**src/rtl/cs_cfg_pkg.sv**
```systemverilog
package cs_cfg_pkg;
  localparam int unsigned REG_W = 16;
  // field positions decoded by the bus engine
  localparam int unsigned CT_B2 = 15;
  localparam int unsigned CT_B1 = 14;
  localparam int unsigned CT_B0 = 8;
  localparam int unsigned MUX_B = 4;
  localparam int unsigned BW_B1 = 2;
  localparam int unsigned BW_B0 = 0;

  typedef logic [REG_W-1:0] cfg_word_t;

  typedef enum logic [1:0] {
    CYC_STROBE_A = 2'd0,
    CYC_STROBE_B = 2'd1,
    CYC_HOST     = 2'd2,
    CYC_SYNC     = 2'd3
  } cyc_e;

  typedef enum logic [1:0] {
    BW_8    = 2'd0,
    BW_16   = 2'd1,
    BW_32   = 2'd2,
    BW_RSVD = 2'd3
  } bw_e;

  function automatic logic [2:0] ct_field(cfg_word_t v);
    return {v[CT_B2], v[CT_B1], v[CT_B0]};
  endfunction

  function automatic cyc_e ct_decode(logic [2:0] f);
    case (f)
      3'b010:  return CYC_STROBE_B;
      3'b100:  return CYC_HOST;
      3'b001:  return CYC_SYNC;
      default: return CYC_STROBE_A;
    endcase
  endfunction
endpackage

```
**src/rtl/cs_cfg_legalize.sv**
```systemverilog
module cs_cfg_legalize
  import cs_cfg_pkg::*;
#(
  parameter bit HOST_OK = 1'b0
) (
  input  cfg_word_t old_i,
  input  cfg_word_t req_i,
  output cfg_word_t val_o,
  output logic      err_o
);
  logic [2:0] req_ct;
  logic       ct_ok;
  logic       bw_bad;

  assign req_ct = ct_field(req_i);

  always_comb begin
    case (req_ct)
      3'b000, 3'b010, 3'b001: ct_ok = 1'b1;
      3'b100:                 ct_ok = HOST_OK;
      default:                ct_ok = 1'b0;
    endcase
  end

  assign bw_bad = req_i[BW_B1] & req_i[BW_B0];

  always_comb begin
    val_o = req_i;
    if (!ct_ok) begin
      val_o[CT_B2] = old_i[CT_B2];
      val_o[CT_B1] = old_i[CT_B1];
      val_o[CT_B0] = old_i[CT_B0];
    end
    // pipelined synchronous cycles cannot share address and data pins
    if (ct_field(val_o) == 3'b001) val_o[MUX_B] = 1'b0;
    if (bw_bad) val_o[BW_B0] = 1'b0;
  end

  assign err_o = ~ct_ok | bw_bad;
endmodule

```
**src/rtl/cs_cfg_slot.sv**
```systemverilog
module cs_cfg_slot
  import cs_cfg_pkg::*;
#(
  parameter bit HOST_OK  = 1'b0,
  parameter bit STRAP_EN = 1'b0
) (
  input  logic       clk_i,
  input  logic       rst_ni,
  input  logic       wr_i,
  input  cfg_word_t  wdata_i,
  input  logic       strap_i,
  input  logic [1:0] strap_bits_i,  // {width hi, width lo}
  output cfg_word_t  q_o,
  output logic       err_o,
  output cyc_e       cyc_o,
  output logic       mux_o,
  output bw_e        bw_o
);
  cfg_word_t q, nxt, leg_val;
  logic      leg_err;
  logic      strap_hit, strap_bad;
  logic [1:0] strap_w;

  cs_cfg_legalize #(.HOST_OK(HOST_OK)) u_leg (
    .old_i (q),
    .req_i (wdata_i),
    .val_o (leg_val),
    .err_o (leg_err)
  );

  if (STRAP_EN) begin : g_strap
    assign strap_hit = strap_i;
    assign strap_bad = &strap_bits_i;
    assign strap_w   = {strap_bits_i[1], strap_bits_i[0] & ~strap_bits_i[1]};
  end else begin : g_nostrap
    logic unused_strap;
    assign unused_strap = strap_i ^ (^strap_bits_i);
    assign strap_hit = 1'b0;
    assign strap_bad = 1'b0;
    assign strap_w   = 2'b00;
  end

  always_comb begin
    nxt   = q;
    err_o = 1'b0;
    if (wr_i) begin
      nxt   = leg_val;
      err_o = leg_err;
    end
    // strap load wins over a write for the width bits only
    if (strap_hit) begin
      nxt[BW_B1] = strap_w[1];
      nxt[BW_B0] = strap_w[0];
      err_o      = err_o | strap_bad;
    end
  end

  always_ff @(posedge clk_i or negedge rst_ni) begin
    if (!rst_ni) q <= '0;
    else         q <= nxt;
  end

  assign q_o   = q;
  assign cyc_o = ct_decode(ct_field(q));
  assign mux_o = q[MUX_B];
  assign bw_o  = bw_e'({q[BW_B1], q[BW_B0]});


  host_gate_chk: assert property (@(posedge clk_i) disable iff (!rst_ni)
    !HOST_OK |-> cyc_o != CYC_HOST);


  sync_nomux_chk: assert property (@(posedge clk_i) disable iff (!rst_ni)
    cyc_o == CYC_SYNC |-> !mux_o);


  bw_legal_chk: assert property (@(posedge clk_i) disable iff (!rst_ni)
    bw_o != BW_RSVD);


  rsvd_ct_keep_chk: assert property (@(posedge clk_i) disable iff (!rst_ni)
    (wr_i && (ct_field(wdata_i) inside {3'b011, 3'b101, 3'b110, 3'b111}))
      |=> ct_field(q_o) == $past(ct_field(q_o)));
endmodule

```
**src/rtl/cs_cfg_rdport.sv**
```systemverilog
module cs_cfg_rdport #(
  parameter int unsigned NUM = 8,
  parameter int unsigned W   = 16,
  localparam int unsigned SEL_W = (NUM > 1) ? $clog2(NUM) : 1
) (
  input  logic                  clk_i,
  input  logic                  rst_ni,
  input  logic                  rd_i,
  input  logic [SEL_W-1:0]      sel_i,
  input  logic [NUM-1:0][W-1:0] words_i,
  output logic [W-1:0]          rdata_o,
  output logic                  rvalid_o
);
  always_ff @(posedge clk_i or negedge rst_ni) begin
    if (!rst_ni) begin
      rdata_o  <= '0;
      rvalid_o <= 1'b0;
    end else begin
      rvalid_o <= rd_i;
      if (rd_i) rdata_o <= words_i[sel_i];
    end
  end
endmodule

```
**src/rtl/cs_cfg_bank.sv**
```systemverilog
module cs_cfg_bank
  import cs_cfg_pkg::*;
#(
  parameter int unsigned NUM_CS        = 8,
  parameter int unsigned HOST_FIRST_CS = 4,
  parameter int unsigned EXT_ADDR_W    = 8,
  parameter int unsigned STRAP_LO_BIT  = 0,
  parameter int unsigned STRAP_HI_BIT  = 7,
  localparam int unsigned CS_W = (NUM_CS > 1) ? $clog2(NUM_CS) : 1
) (
  input  logic                  clk_i,
  input  logic                  rst_ni,
  input  logic                  wr_en_i,
  input  logic                  rd_en_i,
  input  logic [CS_W-1:0]       addr_i,
  input  logic [REG_W-1:0]      wdata_i,
  output logic [REG_W-1:0]      rdata_o,
  output logic                  rvalid_o,
  input  logic                  lock_i,
  input  logic [EXT_ADDR_W-1:0] ext_addr_i,
  output logic [2*NUM_CS-1:0]   cyc_type_o,
  output logic [NUM_CS-1:0]     mux_o,
  output logic [2*NUM_CS-1:0]   bus_width_o,
  output logic                  cfg_err_o
);
  logic [NUM_CS-1:0][REG_W-1:0] cfg_q;
  logic [NUM_CS-1:0]            slot_err;
  logic                         lock_q, strap_fire, err_q;
  logic [1:0]                   strap_bits;
  logic                         unused_addr;

  assign strap_bits  = {ext_addr_i[STRAP_HI_BIT], ext_addr_i[STRAP_LO_BIT]};
  assign unused_addr = ^ext_addr_i;

  always_ff @(posedge clk_i or negedge rst_ni) begin
    if (!rst_ni) lock_q <= 1'b0;
    else         lock_q <= lock_i;
  end
  assign strap_fire = lock_q & ~lock_i;

  for (genvar g = 0; g < NUM_CS; g++) begin : g_cs
    cyc_e cyc;
    bw_e  bw;
    cs_cfg_slot #(
      .HOST_OK  (g >= HOST_FIRST_CS),
      .STRAP_EN (g == 0)
    ) u_slot (
      .clk_i        (clk_i),
      .rst_ni       (rst_ni),
      .wr_i         (wr_en_i && (addr_i == CS_W'(g))),
      .wdata_i      (wdata_i),
      .strap_i      (strap_fire),
      .strap_bits_i (strap_bits),
      .q_o          (cfg_q[g]),
      .err_o        (slot_err[g]),
      .cyc_o        (cyc),
      .mux_o        (mux_o[g]),
      .bw_o         (bw)
    );
    assign cyc_type_o[2*g +: 2]  = cyc;
    assign bus_width_o[2*g +: 2] = bw;
  end

  cs_cfg_rdport #(.NUM(NUM_CS), .W(REG_W)) u_rd (
    .clk_i    (clk_i),
    .rst_ni   (rst_ni),
    .rd_i     (rd_en_i),
    .sel_i    (addr_i),
    .words_i  (cfg_q),
    .rdata_o  (rdata_o),
    .rvalid_o (rvalid_o)
  );

  always_ff @(posedge clk_i or negedge rst_ni) begin
    if (!rst_ni)        err_q <= 1'b0;
    else if (|slot_err) err_q <= 1'b1;
  end
  assign cfg_err_o = err_q;


  rvalid_set_chk: assert property (@(posedge clk_i) disable iff (!rst_ni)
    rd_en_i |=> rvalid_o);


  rvalid_clr_chk: assert property (@(posedge clk_i) disable iff (!rst_ni)
    !rd_en_i |=> !rvalid_o);


  err_sticky_chk: assert property (@(posedge clk_i) disable iff (!rst_ni)
    cfg_err_o |=> cfg_err_o);


  strap_load_chk: assert property (@(posedge clk_i) disable iff (!rst_ni)
    (lock_q && !lock_i) |=>
      (cfg_q[0][BW_B1] == $past(ext_addr_i[STRAP_HI_BIT])) &&
      (cfg_q[0][BW_B0] == ($past(ext_addr_i[STRAP_LO_BIT]) && !$past(ext_addr_i[STRAP_HI_BIT]))));
endmodule

```
**config.mk**
```make
export PLATFORM = sky130hd
export DESIGN_NAME = cs_cfg_bank
export DESIGN_NICKNAME = d
export VERILOG_FILES = /design/src/rtl/cs_cfg_pkg.sv /design/src/rtl/cs_cfg_legalize.sv /design/src/rtl/cs_cfg_slot.sv /design/src/rtl/cs_cfg_rdport.sv /design/src/rtl/cs_cfg_bank.sv
export SDC_FILE = /design/constraint.sdc
export NUM_CORES = 1
export LEC_CHECK = 0
export BUFFER_PORTS_ARGS = -buffer_cell sky130_fd_sc_hd__buf_2
export CAP_MARGIN = 20
export CELL_PAD_IN_SITES_DETAIL_PLACEMENT = 1
export CELL_PAD_IN_SITES_GLOBAL_PLACEMENT = 1
export CORE_UTILIZATION = 45
export CTS_CLUSTER_DIAMETER = 60
export DETAILED_ROUTE_END_ITERATION = 10
export HOLD_SLACK_MARGIN = 0.06
export PLACE_DENSITY = 0.83
export SLEW_MARGIN = 0
export SYNTH_ARGS = -nofsm -noshare
export SYNTH_HDL_FRONTEND = slang
export SYNTH_HIERARCHICAL = 1
export SYNTH_SLANG_ARGS = --single-unit
```
**constraint.sdc**
```tcl
create_clock -name clk_i -period 3.74 [get_ports clk_i]
set_input_delay 0.748 -clock clk_i [delete_from_list [all_inputs] [get_ports clk_i]]
set_output_delay 0.748 -clock clk_i [all_outputs]
set_load 0.05 [all_outputs]
```
-- Word-level counts from Yosys, hierarchy flattened
Cells that the tools add are included.
- register bits after elaboration: 147
- bits of input ports: 32
- output and inout port bits: 58
- logic and storage cells: 130
- magnitude comparators: 1
- equal/unequal tests: 42
- mux-type cells: 49
- bitwise logic cells: 10
- reduce and logical (&&, ||, !) cells: 15
- operators with widths (operator ; count):
    equality test 3 x 1 -> 1 bit, second input constant ; 18
    binary-select mux 16 bit (select 3 bit) ; 1
    one-hot mux 2 bit (3 select lines) ; 8
    equality test 3 bit, second input constant ; 13
    equality test 3 x 2 -> 1 bit, second input constant ; 11
    2-to-1 mux 1 bit ; 30
    2-to-1 mux 16 bit ; 1
    2-to-1 mux 2 bit ; 8
    logical AND 1 bit ; 8
    OR reduction 8 bit ; 1
    logical NOT 3 bit ; 2
    < comparator 3 x 4 -> 1 bit, second input constant ; 1
    NOT 1 bit ; 4
    OR reduction 4 bit ; 1
    AND 1 bit ; 3
    2-to-1 mux 3 bit ; 1
    OR 1 bit ; 3
    OR reduction 3 bit ; 1
    AND reduction 2 bit ; 1
    nonzero test 2 bit ; 1

-- Longest topological paths before layout
- word-level depth: 9
- mapped depth: 7
- depth with buffers taken out: 5

-- Cells and area by module
Netlist, hierarchy kept.
- by module, submodules not included (module ; times used ; cells each ; area an instance (µm²) ; sequential area each (µm²)):
    cs_cfg_slot (g_cs[1].u_slot ...) ; 7 ; 42 ; 700.7 ; 400.4
    cs_cfg_rdport ; 1 ; 185 ; 1779.2 ; 425.4
    cs_cfg_legalize (g_cs[4].u_slot.u_leg ...) ; 4 ; 31 ; 186.4 ; 0.0
    cs_cfg_slot (g_cs[0].u_slot) ; 1 ; 46 ; 714.4 ; 400.4
    cs_cfg_legalize (g_cs[0].u_slot.u_leg ...) ; 4 ; 24 ; 158.9 ; 0.0
    cs_cfg_bank ; 1 ; 20 ; 145.1 ; 50.0

-- Worst setup path after synthesis
Ideal clock, no wire load.
- path type: register to output
- from: reg g_cs[5].u_slot.q[14]
- to: out cyc_type_o[10]
- data arrival time: 1213 ps
- data required time: 2992 ps
- slack: 1779 ps
- cell stages (with the launch flop): 3
- buffers on the path: 0
- path through: dfrtp_1 > xnor2_1 > nor2_1
- word-level cells in the longest chain between the ends: 2
- elaborated cells between the ends (all ways): 4
- those cells by class: 3 x eq/ne; 1 x mux
- ends and longest elaborated chain (what ; RTL line ; source):
    from (decl) ; cs_cfg_slot.sv:19 ; cfg_word_t q, nxt, leg_val;
    from (signal assigned) ; cs_cfg_slot.sv:60 ; else q <= nxt;
    equality test 3 x 1 -> 1 bit, or another cell as far along ; cs_cfg_pkg.sv:32 ; case (f)
    one-hot mux 2 bit (3 select lines) * ; cs_cfg_pkg.sv:32 ;
    to (decl) ; cs_cfg_bank.sv:21 ; output logic [2*NUM_CS-1:0] cyc_type_o,
Mark *: on every way between the ends. The rest lies on a longest branch, timed or not.

-- Final worst setup path
- from: in addr_i[2]
- to: reg g_cs[5].u_slot.q[3]
- word-level cells in the longest chain between the ends: 2
- ends and longest elaborated chain (what ; RTL line ; source):
    from (decl) ; cs_cfg_bank.sv:15 ; input logic [CS_W-1:0] addr_i,
    equality test 3 bit ; cs_cfg_bank.sv:50 ; .wr_i (wr_en_i && (addr_i == CS_W'(g))),
    logical AND 1 bit ; cs_cfg_bank.sv:50 ;
Every way passes these cells.
A chain may end at the register's enable or synchronous reset.

==> flow_metrics.env <==
export IMPL_crit_fanout=21
export IMPL_grt_pass1_vias=6008
export IMPL_cts_tree="yes"
export IMPL_wl_um=22100
export IMPL_clockPowerShare_pct=28.9
export IMPL_drc=0
export IMPL_avgSynthCellArea_um2=11.7
export IMPL_drtAntennaViolNets=0
export IMPL_hold_path_class="in2async"
export IMPL_slew_headroom_pct=40.6
export IMPL_swShare_pct=37.4
export IMPL_cts_max_level=4
export IMPL_vdd_drop_max_mv=0.377
export IMPL_initial_core_util_pct=45.9
export IMPL_use_met2_pct=37.7
export IMPL_maxSlewViolCount=0
export IMPL_dp_final_hpwl_um=14000
export IMPL_worstPathArrival_ns=2.73
export IMPL_critPathTopFamily="simple AND/OR/NAND/NOR gates"
export IMPL_synth_area_leader_cell="dfrtp_1"
export IMPL_p_total_mw=5.97
export IMPL_cap_violations=0
export IMPL_final_hold_violation_count=0
export IMPL_clkTransAtPathRegs_ns=0.07
export IMPL_cp_buffers_inverters=2
export IMPL_postPlaceCellArea_um2=8600
export IMPL_synthDominantCellAreaShare_pct=41.2
export IMPL_ys_types=37
export IMPL_cts_max_path_buffers=2
export IMPL_syn_num_nets=797
export IMPL_p_leak_nw=4.27
export IMPL_area_delta_synth_final_pct=3.01
export IMPL_startpoint_type="primary input"
export IMPL_fmax_mhz=414
export IMPL_grtUsageMet3_pct=5.03
export IMPL_grt_antenna_before_repair=0
export IMPL_synth_seq_cells=147
export IMPL_dr_pass1_iters=4
export IMPL_hold_buffers=0
export IMPL_grt_busiest_layer="met2"
export IMPL_num_rows=51
export IMPL_portBuffers=83
export IMPL_wl_per_cell_um=21.9
export IMPL_die_area_um2=20400
export IMPL_final_nets=766
export IMPL_fin_crit_ns=2.41
export IMPL_ys_seq_area_share_pct=41.2
export IMPL_finClkSkew_ns=0.00881
export IMPL_routed_via_density=5.57
export IMPL_final_util_pct=47.2
export IMPL_power_density_nw_per_um2=649
export IMPL_grt_max_degree=94
export IMPL_pwr_share_seq_pct=38.2
export IMPL_clk_latency_ns=0.43
export IMPL_core_area_um2=19500
export IMPL_postCtsSetupBuffers=0
export IMPL_finalInstanceArea_um2=9190
export IMPL_use_met1_pct=30.0
export IMPL_io_pins=90
export IMPL_vias=5634
export IMPL_cts_resized_gates=0
export IMPL_ys_top_cells_by_area="dfrtp_1 41%, mux2_4 12%, buf_4 9.9%, mux2_2 7.1%, mux2i_1 5.6%"
export IMPL_power_switching_mw=2.23
export IMPL_mostFrequentLayoutCells="147 x dfrtp_1, 81 x buf_2, 70 x mux2_4, 56 x mux2_2, 50 x mux2i_1"
export IMPL_cpPeakStageDelay_ns=0.63
export IMPL_end_kind="register"
export IMPL_period_share_pct=64.5
export IMPL_rsz0062_at_grt="no"
export IMPL_grt_pass1_wl_um=35000
export IMPL_required_ns=4.05
export IMPL_place_gp_congestion=0.748
export IMPL_yosysWarnings=6
export IMPL_p_comb_share_pct=32.9
export IMPL_critPathKind="in2reg"
export IMPL_clock_sinks=147
export IMPL_cp_slowest_cell="nor2_2"
export IMPL_cts_root_buffer="clkbuf_16"
export IMPL_path_cells="buf_2 > nand2_2 > nor2_2 > buf_4 > mux2_4"
export IMPL_place_inst=980
export IMPL_reg2reg_slack_ns=2.26
export IMPL_syn_inst=765
export IMPL_die_w_um=143
export IMPL_synth_area_um2=8920
export IMPL_drive_gt1_share_pct=38.3
export IMPL_nFillCells=2049
export IMPL_worstMarginPinSlew_ns=0.891
export IMPL_cts_buffers_inserted=17
export IMPL_diodes=0
export IMPL_layout_commonest_cell="dfrtp_1"
export IMPL_stdcell_count=1012
export IMPL_finalSetupViolCount=0
export IMPL_status="finished, final reports clean"
export IMPL_p_int_mw=3.74
export IMPL_final_setup_tns_ns=0
export IMPL_drtIter0Drc=274
export IMPL_track_usage_pct=23.0
export IMPL_grt_ovfl_total=0
export IMPL_die_h_um=143
## cell usage after synthesis
cell	n
mux2_2	56
nand3b_1	1
o311a_1	4
mux2_4	70
clkbuf_1	7
nor3_1	3
or2_2	4
nand2b_1	2
or2_1	4
o21ai_0	16
nand2b_4	2
a32o_1	1
a211o_1	16
and3_1	4
o21ai_1	6
buf_4	118
inv_1	4
or3b_1	4
o21a_1	4
xnor2_1	16
buf_6	14
buf_12	8
and2_2	7
a21oi_1	12
nor2_2	4
nor3b_2	4
nor2b_1	46
nand2_1	26
nor2_1	36
mux2i_1	50
nand2_2	1
a41o_1	16
nor4_1	1
buf_2	2
nand3_1	33
dfrtp_1	147
a22oi_1	16
## metrics by stage
stage	hold WS (ns)	setup slack, ns
6_report	0.384	1.33
5_1_grt	0.425	1.26
3_3_place_gp	0.484	0.987
4_1_cts	0.422	1.38
3_5_place_dp	0.485	0.903
2_1_floorplan	0.452	1.78
## cells by family (layout without fill, tap and decap cells)
kind of cell | after synthesis | in the layout | share of synthesized area [%]
AND/OR/NAND/NOR | 182 | 182 | 11.2
multiplexers | 176 | 176 | 24.4
buffers and inverters | 153 | 135 | 14.1
flip-flops | 147 | 147 | 41.2
AO/OA/AOI/OAI | 91 | 91 | 7.51
XOR/XNOR | 16 | 16 | 1.57
## worst register-to-register path: stages (launching register included)
cell     delay (ns)
dfrtp_1        0.49
nor3b_2        0.29
nand3_1        0.12
and3_1         0.22
mux2_4         0.25
## final timing paths
| path | to | start | cells past startpoint |
|---|---|---|---|
| max | g_cs[5].u_slot/q_o[3] | addr_i[2] | 5 |
| min | g_cs[0].u_slot/q_o[4] | rst_ni | 1 |
| max reg2reg | g_cs[5].u_slot/q_o[4] | g_cs[5].u_slot/q_o[8] | 4 |
| min in group clk_i | lock_q | lock_i | 1 |
| min reg2reg | g_cs[4].u_slot/q_o[10] | g_cs[4].u_slot/q_o[10] | 1 |
| max in group asynchronous | g_cs[5].u_slot/q_o[10] | rst_ni | 2 |
## registers in the layout, summed over array words and instances, names as in the netlist
signal	flops
g_cs.u_slot/q_o	128
u_rd/rdata_o	16
cfg_err_o	1
lock_q	1
u_rd/rvalid_o	1
## layer usage
| metal | routed length [µm] | vias up |
|---|---|---|
| met5 | 0 | - |
| met4 | 484 | 0 |
| met3 | 904 | 36 |
| met2 | 10900 | 140 |
| met1 | 9840 | 2946 |
| li1 | - | 2512 |
## power groups by stage
| stage | sequential, mW | clock (mW) | combinational, mW |
|---|---|---|---|
| floorplan | 2.51 | 0 | 1.36 |
| global placement | 2.27 | 0 | 1.90 |
| detailed placement | 2.30 | 0 | 1.96 |
| CTS | 2.28 | 1.75 | 1.97 |
| global route | 2.33 | 1.81 | 2.09 |
| finish | 2.28 | 1.72 | 1.96 |
## final cells by class
cell class                 count  area (µm²)  share of cell area [%]
clock buffer                  21         470                    5.12
clock inverter                11         125                    1.36
timing repair buffer          99         557                    6.06
multi-input combinational    465        4020                    43.7
sequential                   147        3680                    40.0
tap                          265         332                    3.61
inverter                       4        15.0                   0.163
(Power assumes the default switching activity.)
